==> src/rtl/flc_line_counter.sv <==
// Per-frame line counter and frame-end comparator.
// Counts lines from line markers, or from beat totals when markers are absent.
// At frame end it emits one-cycle set pulses for greater-than or less-than.
// A frame start inside an open frame emits a discard pulse.
// Assumes hsize >= 1 in beat-count mode.
module flc_line_counter #(
    parameter int CNT_W = 12
) (
    input  logic             clk,
    input  logic             rst_n,
    input  logic             in_fs,
    input  logic             in_fe,
    input  logic             in_ls,
    input  logic             beat_ok,
    input  logic             has_ls,
    input  logic             chk_en,
    input  logic [CNT_W-1:0] vlines,
    input  logic [CNT_W-1:0] hsize,
    output logic             set_gt,
    output logic             set_lt,
    output logic             set_disc
);
    localparam int LW = CNT_W + 1;
    localparam logic [LW-1:0] LMAX = {LW{1'b1}};

    logic             in_frame;
    logic [LW-1:0]    line_cnt;
    logic [CNT_W-1:0] beat_cnt;
    logic             beat_wrap;
    logic             line_inc;
    logic [LW-1:0]    lines_now;
    logic             end_ok;

    // Line event for this cycle and the saturated running total.
    always_comb begin
        beat_wrap = ({1'b0, beat_cnt} + 1'b1) == {1'b0, hsize};
        line_inc  = in_frame && (has_ls ? in_ls : (beat_ok && beat_wrap));
        lines_now = (line_inc && line_cnt != LMAX) ? line_cnt + 1'b1 : line_cnt;
        end_ok    = in_frame && in_fe;
        set_gt    = end_ok && chk_en && ({1'b0, vlines} > lines_now);
        set_lt    = end_ok && chk_en && ({1'b0, vlines} < lines_now);
        set_disc  = in_frame && in_fs && !in_fe;
    end

    // Frame state and counters.
    always_ff @(posedge clk) begin
        if (!rst_n) begin
            in_frame <= 1'b0;
            line_cnt <= '0;
            beat_cnt <= '0;
        end else if (in_fs) begin
            in_frame <= 1'b1;
            line_cnt <= '0;
            beat_cnt <= '0;
        end else if (in_fe) begin
            in_frame <= 1'b0;
        end else if (in_frame) begin
            line_cnt <= lines_now;
            if (!has_ls && beat_ok)
                beat_cnt <= beat_wrap ? '0 : beat_cnt + 1'b1;
        end
    end

    a_r5_gt_lt_exclusive: assert property (@(posedge clk) disable iff (!rst_n)
        !(set_gt && set_lt));
    a_r7_restart: assert property (@(posedge clk) disable iff (!rst_n)
        $past(in_fs) |-> (line_cnt == '0 && beat_cnt == '0));
endmodule

==> config.mk <==
export PLATFORM = sky130hd
export DESIGN_NAME = flc_line_counter
export DESIGN_NICKNAME = d
export VERILOG_FILES = /design/src/rtl/flc_line_counter.sv
export SDC_FILE = /design/constraint.sdc
export NUM_CORES = 1
export LEC_CHECK = 0
export ABC_AREA = 1
export ABC_CLOCK_PERIOD_IN_PS = 4200
export BUFFER_PORTS_ARGS = -buffer_cell sky130_fd_sc_hd__buf_2
export CAP_MARGIN = 25
export CORE_MARGIN = 4
export CORE_UTILIZATION = 55
export DETAILED_ROUTE_END_ITERATION = 7
export PLACE_DENSITY = 0.77
export SETUP_SLACK_MARGIN = 0.2
export SYNTH_ARGS = -nofsm -noshare
export SYNTH_HDL_FRONTEND = slang
export SYNTH_SLANG_ARGS = --single-unit
==> constraint.sdc <==
create_clock -name clk -period 4.2 [get_ports clk]
set_input_delay 0.21 -clock clk [delete_from_list [all_inputs] [get_ports clk]]
set_output_delay 0.21 -clock clk [all_outputs]
set_load 0.03 [all_outputs]
==> results of run 1 <==
## layout make-up
cell class                      count  area (sq um)
Clock inverter                      1         30.03
Inverter                           70         262.8
Clock buffer                        3         41.29
Tap cell                           50         62.56
Timing Repair Buffer               51         307.8
Sequential cell                    26         539.3
Fill cell                         380          1232
Multi-Input combinational cell    296          1610
## repair_timing
item / 4_1_cts / 5_1_grt
setup buffers: 2 / 10
cloned: 0 / 0
gates resized for setup: 6 / 29
pin swaps: 2 / 14
endpoints found under the setup margin: 2 / 2
## report_power, final
group | switching, mW | total (mW) | internal [mW]
clock network | 0.0821 | 0.210 | 0.128
registers | 0.00513 | 0.253 | 0.247
logic | 0.0579 | 0.101 | 0.0428
## synthesized netlist by cell type, drive strengths merged
cell	n	area, sq um
a21oi	26	137.6
o21bai	1	7.510
buf	8	55.05
nand3	44	225.2
nor3	6	30.03
nor4	2	12.51
o21a	2	15.01
o21ai	8	40.04
ha	14	175.2
nand4	20	125.1
nand2	121	466.7
a211oi	1	7.510
nand3b	4	30.03
inv	69	259.0
dfxtp	26	520.5
o31ai	1	7.510
nor2	32	132.6
clkbuf	4	15.01
a21o	2	15.01
and3	1	6.260
clkinv	1	3.750
and2	1	6.260
xor2	9	78.83
or2	1	6.260
## metal layers
layer	vias up	wire length, um	share of wire
li1	1380	-	-
met1	1157	2898	0.47
met2	109	2761	0.45
met3	6	455	0.074
met4	0	45	0.0073
met5	-	0	0
## cell families (layout without fill, tap and decap cells)
logic type	after synthesis	count (layout)	share of synthesized area
flops	26	26	0.2188
fa+ha+maj	14	14	0.07365
buf+inv	82	125	0.1399
compound gates	41	41	0.09680
xor+xnor	9	9	0.03314
simple gates	232	232	0.4377
## state kept, by name (all words and copies together), names as in the netlist
| name | flops |
|---|---|
| line_cnt | 13 |
| beat_cnt | 12 |
| in_frame | 1 |
## worst max-delay path by stage
stage | startpoint | to | slack, ns
floorplan | beat_cnt[0] | set_gt | 0.82
global placement | beat_cnt[0] | set_lt | 0.39
detailed placement | beat_cnt[0] | set_lt | 0.33
CTS | beat_cnt[1] | set_lt | 0.21
global route | beat_cnt[1] | set_gt | 0.13
finish | beat_cnt[1] | set_lt | 0.44
## worst max-delay path: cells and delay by family, from the launching register on
kind / cells / cell delay, ns
and+or+nand+nor: 17 / 1.54
AOI/OAI and AO/OA: 4 / 0.60
adders and majority gates: 2 / 0.51
DFF: 1 / 0.37
buffers and inverters: 4 / 0.26
## cells in the final DEF (no fill, tap or decap), types with 2 or more instances in the layout
cell type | synthesis | routed
a21o_1 | 2 | 2
a21oi_1 | 24 | 24
a21oi_2 | 2 | 2
buf_2 | 2 | 33
buf_4 | 2 | 16
buf_6 | 2 | 2
clkbuf_8 | 0 | 3
dfxtp_1 | 26 | 19
dfxtp_2 | 0 | 3
dfxtp_4 | 0 | 4
ha_1 | 14 | 12
ha_4 | 0 | 2
inv_1 | 69 | 69
nand2_1 | 116 | 115
nand2_2 | 5 | 5
nand3_1 | 43 | 41
nand3_4 | 0 | 2
nand3b_1 | 4 | 4
nand4_1 | 20 | 20
nor2_1 | 29 | 25
nor2_2 | 2 | 4
nor2_4 | 1 | 3
nor3_1 | 6 | 5
nor4_1 | 2 | 2
o21a_1 | 2 | 2
o21ai_0 | 8 | 7
xor2_1 | 9 | 9
==> flow_metrics.py, run 1 <==
metrics = {
    "worst_setup_path": {
        "rr_worst_depth": 9,
        "reg2reg_to": "beat_cnt[6]",
        "slowest_stage": "dfxtp_4",
        "critPathLaunchType": "register",
        "rrSetupSlack_ns": 1.94,
        "r2r_start": "in_frame",
        "path_max_fanout": 7,
        "cp.required_ns": 3.99,
        "cpPeakStageDelay_ns": 0.37,
        "end_kind": "output pin",
        "criticalPathCategory": "register to output pin",
        "crit_top_cell": "nand2_1",
        "crit_arrival_ns": 3.55,
    },
    "place": {
        "dp.cells": 481,
        "io_buffers": 34,
        "dp_slack_ns": 0.3321,
        "place_hpwl_um": 4558,
        "placed_cell_area_sq_mm": 0.002579,
        "gp_congestion": 0.9013,
    },
    "synthesis": {
        "synthesis.area_sq_mm": 0.002379,
        "synth_seq_cells": 26,
        "synth.net_count": 450,
        "synthCells": 404,
        "yosys_warnings": 0,
        "yosysUniqueCellTypes": 32,
        "synth_seq_area_share": 0.2188,
        "syn-mean-instance-area_sq_um": 5.887,
    },
    "layout": {
        "instances_no_fill": 497,
        "syn_to_final_growth_pct": 19.99,
        "nets": 494,
        "final_area_sq_mm": 0.002854,
        "fin_util": 0.6984,
        "antenna_cells": 0,
        "drive_gt1_frac": 0.1902,
    },
    "floorplanning": {
        "start_util": 0.5821,
        "fp.dieArea_sq_mm": 0.005441,
        "core_sq_mm": 0.004086,
        "ios": 35,
        "die_h_um": 73.76,
        "rows": 23,
        "fp.dieW_um": 73.76,
    },
    "sta": {
        "fin_ws_ns": 0.4366,
        "max_clock_freq_mhz": 265.7,
        "post-route-min-period_ns": 3.763,
        "finalCritPeriodShare": 0.8961,
        "finalHoldViolCount": 0,
        "fin_skew_ns": 0.001906,
        "finalMaxSlewViolations": 0,
        "finalSetupTns_ns": 0,
        "max-slew-margin-rel": 0.5977,
        "setup_viol": 0,
        "worst_slew_pin_slew_ns": 0.5998,
        "hold_ws_ns": 0.1627,
        "grt_setup_unrepaired": "false",
    },
    "clock_tree": {
        "numCtsBuffers": 3,
        "cts_sinks": 26,
        "h-tree-depth": 1,
        "clkTransAtPathRegs_ns": 0.09,
        "cts_tree": "built",
        "cts_buffer_depth": 2,
        "cts-root-buf": "clkbuf_8",
        "clk_latency_ns": 0.27,
        "holdBufCountCts": 0,
    },
    "job": {
        "cap_violations": 0,
    },
    "power": {
        "cellPowerDensity_mw_per_mm2": 197.2,
        "ir_drop_mv": 0.2587,
        "cellLeakagePower_nw": 1.371,
        "total_power_mw": 0.5628,
    },
    "worst_hold_path": {
        "min_from": "rst_n",
        "hold_depth": 3,
        "min_to": "in_frame",
        "hold_class": "primary input to register",
    },
    "drt": {
        "drtPass1Iterations": 5,
        "wl_per_cell_um": 12.39,
        "routed_via_density": 5.336,
        "drt-total-wl_um": 6160,
        "drt_iter0_drc": 257,
        "ant_nets": 0,
        "drc": 0,
        "via_count": 2652,
    },
    "global_route": {
        "grt_pass1_vias": 2267,
        "track_usage": 0.2298,
        "grt_most_used_layer": "met2",
        "grt_max_degree": 20,
        "met1_usage": 0.3339,
        "antenna_found_initial": 0,
        "grtUsageMet3": 0.03420,
        "grt_overflow": 0,
        "grt_pass1_wl_um": 10050,
        "gr-usage-met2": 0.3612,
    },
    "status": {
        "status": "complete, no violations",
    },
}
Power figures use the tool's default switching activity.
==> inputs of run 2 (changes only) <==
--- a/config.mk
+++ b/config.mk
@@ -10,9 +10,9 @@
 export BUFFER_PORTS_ARGS = -buffer_cell sky130_fd_sc_hd__buf_2
 export CAP_MARGIN = 25
 export CORE_MARGIN = 4
-export CORE_UTILIZATION = 55
+export CORE_UTILIZATION = 40
 export DETAILED_ROUTE_END_ITERATION = 7
-export PLACE_DENSITY = 0.77
+export PLACE_DENSITY = 0.59
 export SETUP_SLACK_MARGIN = 0.2
 export SYNTH_ARGS = -nofsm -noshare
 export SYNTH_HDL_FRONTEND = slang
==> flow_metrics.py, run 2 (synthesis gave the netlist of run 1 again) <==
metrics = {
    "drt": {
        "drt-total-wl_um": 6319,
        "routed_via_density": 5.025,
        "wl_per_cell_um": 12.15,
        "via_count": 2613,
        "drc": 0,
        "drt_iter0_drc": 168,
        "ant_nets": 0,
        "drtPass1Iterations": 4,
    },
    "worst_setup_path": {
        "slowest_stage": "dfxtp_4",
        "cpPeakStageDelay_ns": 0.37,
        "path_max_fanout": 4,
        "end_kind": "output pin",
        "rrSetupSlack_ns": 1.67,
        "r2r_start": "in_frame",
        "crit_top_cell": "nand2_1",
        "cp.required_ns": 3.99,
        "criticalPathCategory": "register to output pin",
        "critPathLaunchType": "register",
        "crit_arrival_ns": 3.57,
        "worst-path-buf-inv": 5,
        "reg2reg_to": "beat_cnt[5]",
        "cpLargestDelayFamily": "simple AND/OR/NAND/NOR gates",
        "rr_worst_depth": 8,
    },
    "job": {
        "cap_violations": 0,
    },
    "layout": {
        "syn_to_final_growth_pct": 23.09,
        "nets": 495,
        "top_register": "line_cnt",
        "final_common_cell": "nand2_1",
        "largest_reg_flops": 13,
        "final_area_sq_mm": 0.002928,
        "fin_util": 0.5190,
        "drive_gt1_frac": 0.2210,
        "antenna_cells": 0,
        "layout_common_cells": "110 x nand2_1, 67 x inv_1, 39 x nand3_1",
        "num-fill-cells": 559,
        "reg_top3": "line_cnt (13), beat_cnt (12), in_frame (1)",
    },
    "global_route": {
        "grt_overflow": 0,
        "grt_max_degree": 20,
        "track_usage": 0.1688,
        "antenna_found_initial": 0,
        "grt_pass1_wl_um": 10160,
        "grt_pass1_vias": 2256,
    },
    "floorplanning": {
        "die_h_um": 85.11,
        "core_sq_mm": 0.005642,
        "fp.dieW_um": 85.11,
        "rows": 27,
        "fp.dieArea_sq_mm": 0.007244,
        "start_util": 0.4216,
        "ios": 35,
    },
    "worst_hold_path": {
        "hold_class": "primary input to register",
        "min_to": "in_frame",
        "hold_depth": 3,
        "min_from": "rst_n",
    },
    "place": {
        "placed_cell_area_sq_mm": 0.002599,
        "io_buffers": 34,
        "place_hpwl_um": 4761,
        "gp_congestion": 0.8721,
    },
    "power": {
        "ir_drop_mv": 0.1142,
        "cellLeakagePower_nw": 1.369,
        "total_power_mw": 0.5328,
        "cellPowerDensity_mw_per_mm2": 182.0,
    },
    "sta": {
        "worst_slew_pin_slew_ns": 0.6969,
        "finalMaxSlewViolations": 0,
        "finalCritPeriodShare": 0.8996,
        "post-route-min-period_ns": 3.778,
        "grt_setup_unrepaired": "true",
        "finalSetupTns_ns": 0,
        "setup_viol": 0,
        "max_clock_freq_mhz": 264.7,
        "finalHoldViolCount": 0,
        "fin_skew_ns": 0.003386,
        "hold_ws_ns": 0.1627,
        "max-slew-margin-rel": 0.5347,
    },
    "status": {
        "status": "complete, no violations",
    },
    "clock_tree": {
        "h-tree-depth": 1,
        "numCtsBuffers": 3,
        "cts-root-buf": "clkbuf_8",
        "cts_buffer_depth": 2,
        "cts_sinks": 26,
        "clkTransAtPathRegs_ns": 0.10,
        "clk_latency_ns": 0.27,
        "cts_tree": "built",
    },
}
==> run 2: cell types whose count changed in the layout (fill, tap and decap cells not counted), sizes merged <==
cell / delta
buf: -1
bufinv: -1
clkbuf: +1
nand2: +1
nand3: +1
==> run 2: metrics by stage <==
stage          std cells  setup slack (ns)
2_1_floorplan        404            0.8225
3_3_place_gp         502            0.3453
3_5_place_dp         502            0.3205
4_1_cts              506            0.2268
5_1_grt              520            0.1377
6_report             520            0.4217
==> run 2: layer usage <==
layer | vias to the layer above | track usage | part of all wire | wire length, um
met5 | - | 0 | 0 | 0
met4 | 0 | 0.04748 | 0.011 | 70
met3 | 8 | 0.03495 | 0.066 | 416
met2 | 70 | 0.2514 | 0.42 | 2670
met1 | 1142 | 0.2440 | 0.50 | 3162
li1 | 1393 | - | - | -
==> run 2: area by class of cell <==
type                            count  area, sq um  area share
Tap cell                           72        90.09     0.03077
Inverter                           70        262.8     0.08974
Timing Repair Buffer               50        299.0      0.1021
Sequential cell                    26        533.0      0.1821
Clock buffer                        4        55.05     0.01880
Multi-Input combinational cell    298         1688      0.5765
==> run 2: repair_timing <==
action,in CTS,in global routing
gates cloned,0,2
setup endpoints to repair,2,2
pin swaps,0,17
buffers inserted,0,12
hold buffers,0,0
gates resized for setup,8,39
==> run 2: worst max path at each step <==
stage                     slack [ns]      to         from  depth (start not counted)
after global placement          0.35  set_lt  beat_cnt[0]                         27
after global routing            0.14  set_lt  beat_cnt[0]                         27
after CTS                       0.23  set_lt  beat_cnt[1]                         27
after detailed placement        0.32  set_lt  beat_cnt[0]                         27
after floorplan                 0.82  set_gt  beat_cnt[0]                         25
final                           0.42  set_gt  beat_cnt[0]                         26
==> run 2: worst min-delay path, stage by stage <==
cell and delay, ns:
buf_2 0.09, inv_1 0.06, a21oi_1 0.04
==> run 2: where the power goes <==
part / total (mW) / switching (mW) / internal, mW
Sequential: 0.256 / 0.00748 / 0.249
Clock: 0.170 / 0.0856 / 0.0840
Combinational: 0.107 / 0.0601 / 0.0471
Total: 0.533 / 0.153 / 0.380
==> inputs of run 3 (changes only) <==
==> constraint.sdc (replaced) <==
create_clock -name clk -period 4.2 [get_ports clk]
set_input_delay 0.21 -clock clk [delete_from_list [all_inputs] [get_ports clk]]
set_output_delay 0.21 -clock clk [all_outputs]
set_load 0.05 [all_outputs]
==> flow_metrics.py, run 3 (synthesis gave the netlist of run 1 again) <==
metrics = {
    "drt": {
        "via_count": 2555,
        "ant_nets": 0,
        "drt_iter0_drc": 183,
        "drc": 0,
        "routed_via_density": 4.971,
        "drtPass1Iterations": 4,
        "wl_per_cell_um": 12.49,
        "drt-total-wl_um": 6420,
    },
    "worst_setup_path": {
        "end_kind": "output pin",
        "slowest_stage": "dfxtp_2",
        "criticalPathCategory": "register to output pin",
        "critPathLaunchType": "register",
        "cpLargestDelayFamily": "simple AND/OR/NAND/NOR gates",
        "cpPeakStageDelay_ns": 0.39,
        "crit_arrival_ns": 3.60,
        "crit_top_cell": "nand2_1",
        "cp.required_ns": 3.99,
        "worst-path-buf-inv": 3,
        "path_max_fanout": 6,
    },
    "place": {
        "place_hpwl_um": 4799,
        "io_buffers": 34,
        "gp_congestion": 0.8728,
    },
    "floorplanning": {
        "fp.dieW_um": 85.11,
        "ios": 35,
        "core_sq_mm": 0.005642,
        "rows": 27,
        "start_util": 0.4216,
        "fp.dieArea_sq_mm": 0.007244,
        "die_h_um": 85.11,
    },
    "global_route": {
        "antenna_found_initial": 0,
        "grt_max_degree": 21,
        "grt_overflow": 0,
        "grt_pass1_wl_um": 10520,
        "grt_pass1_vias": 2327,
        "track_usage": 0.1753,
        "grtUsageMet3": 0.02330,
        "grt_most_used_layer": "met2",
        "gr-usage-met2": 0.2740,
        "met1_usage": 0.2541,
    },
    "sta": {
        "setup_viol": 0,
        "finalCritPeriodShare": 0.9061,
        "worst_slew_pin_slew_ns": 0.6842,
        "finalMaxSlewViolations": 0,
        "post-route-min-period_ns": 3.805,
        "finalHoldViolCount": 0,
        "fin_skew_ns": 0.01217,
        "max-slew-margin-rel": 0.5422,
        "hold_ws_ns": 0.1582,
        "max_clock_freq_mhz": 262.8,
        "finalSetupTns_ns": 0,
        "grt_setup_unrepaired": "true",
    },
    "layout": {
        "reg_top3": "line_cnt (13), beat_cnt (12), in_frame (1)",
        "num-fill-cells": 588,
        "layout_common_cells": "109 x nand2_1, 66 x inv_1, 42 x nand3_1",
        "drive_gt1_frac": 0.1923,
        "final_common_cell": "nand2_1",
        "top_register": "line_cnt",
        "antenna_cells": 0,
        "syn_to_final_growth_pct": 20.25,
        "nets": 489,
        "largest_reg_flops": 13,
        "fin_util": 0.5070,
    },
    "clock_tree": {
        "cts-root-buf": "clkbuf_8",
        "clk_latency_ns": 0.28,
        "cts_tree": "built",
        "clkTransAtPathRegs_ns": 0.11,
        "cts_sinks": 26,
        "h-tree-depth": 1,
        "numCtsBuffers": 3,
        "holdBufCountCts": 0,
        "cts_buffer_depth": 2,
    },
    "power": {
        "cellLeakagePower_nw": 1.337,
        "cellPowerDensity_mw_per_mm2": 201.1,
        "ir_drop_mv": 0.1113,
    },
    "worst_hold_path": {
        "hold_class": "primary input to register",
    },
    "status": {
        "status": "complete, no violations",
    },
    "job": {
        "cap_violations": 0,
    },
}
-- run 3: repair_timing --
item                                    in CTS  in global routing
pin swaps                                    1                 16
buffers inserted                             1                  7
gates cloned                                 0                  1
endpoints found under the setup margin       2                  2
gates resized for setup                      8                 27
-- run 3: worst min-delay path, delay by kind of cell --
| family | cells | cell delay [ns] |
|---|---|---|
| AOI/OAI and AO/OA | 1 | 0.04 |
| buffers and inverters | 2 | 0.15 |
-- run 3: area by class of cell --
type,instances,area (sq um),share of cell area
multi-input combinational,296,1620,0.5665
timing repair buffer,46,286.5,0.1002
clock inverter,1,30.03,0.01050
inverter,70,262.8,0.09186
tap,72,90.09,0.03150
clock buffer,3,41.29,0.01444
sequential,26,529.3,0.1850
-- run 3: worst paths after layout --
path | startpoint | end | slack, ns | cells after the start
setup / recovery | beat_cnt[1] | set_lt | 0.39 | 27
hold / removal | rst_n | in_frame | 0.16 | 3
setup reg to reg | in_frame | beat_cnt[5] | 1.44 | 9
hold reg to reg | line_cnt[12] | line_cnt[12] | 0.52 | 2
-- run 3: metal layers --
layer,up-vias,part of all wire
met3,4,0.068
met1,1107,0.49
met5,-,0
met2,71,0.43
li1,1373,-
met4,0,0.0072
-- run 3: where the power goes --
group          leakage (nW)  internal (mW)  total [mW]  switching [mW]
Combinational          1.09         0.0435       0.101          0.0577
Sequential            0.213          0.249       0.257         0.00747
Clock                0.0357          0.128       0.217          0.0894
-- run 3: through the flow --
| step | instance area (sq um) | power (mW) | instances | setup slack [ns] |
|---|---|---|---|---|
| after floorplan | 2379 | 0.3210 | 404 | 0.5799 |
| after global placement | 2591 | 0.3522 | 501 | 0.2656 |
| after detailed placement | 2591 | 0.3538 | 501 | 0.2381 |
| after CTS | 2698 | 0.5750 | 506 | 0.2021 |
| after global routing | 2860 | 0.6052 | 514 | 0.09889 |
| final | 2860 | 0.5752 | 514 | 0.3946 |
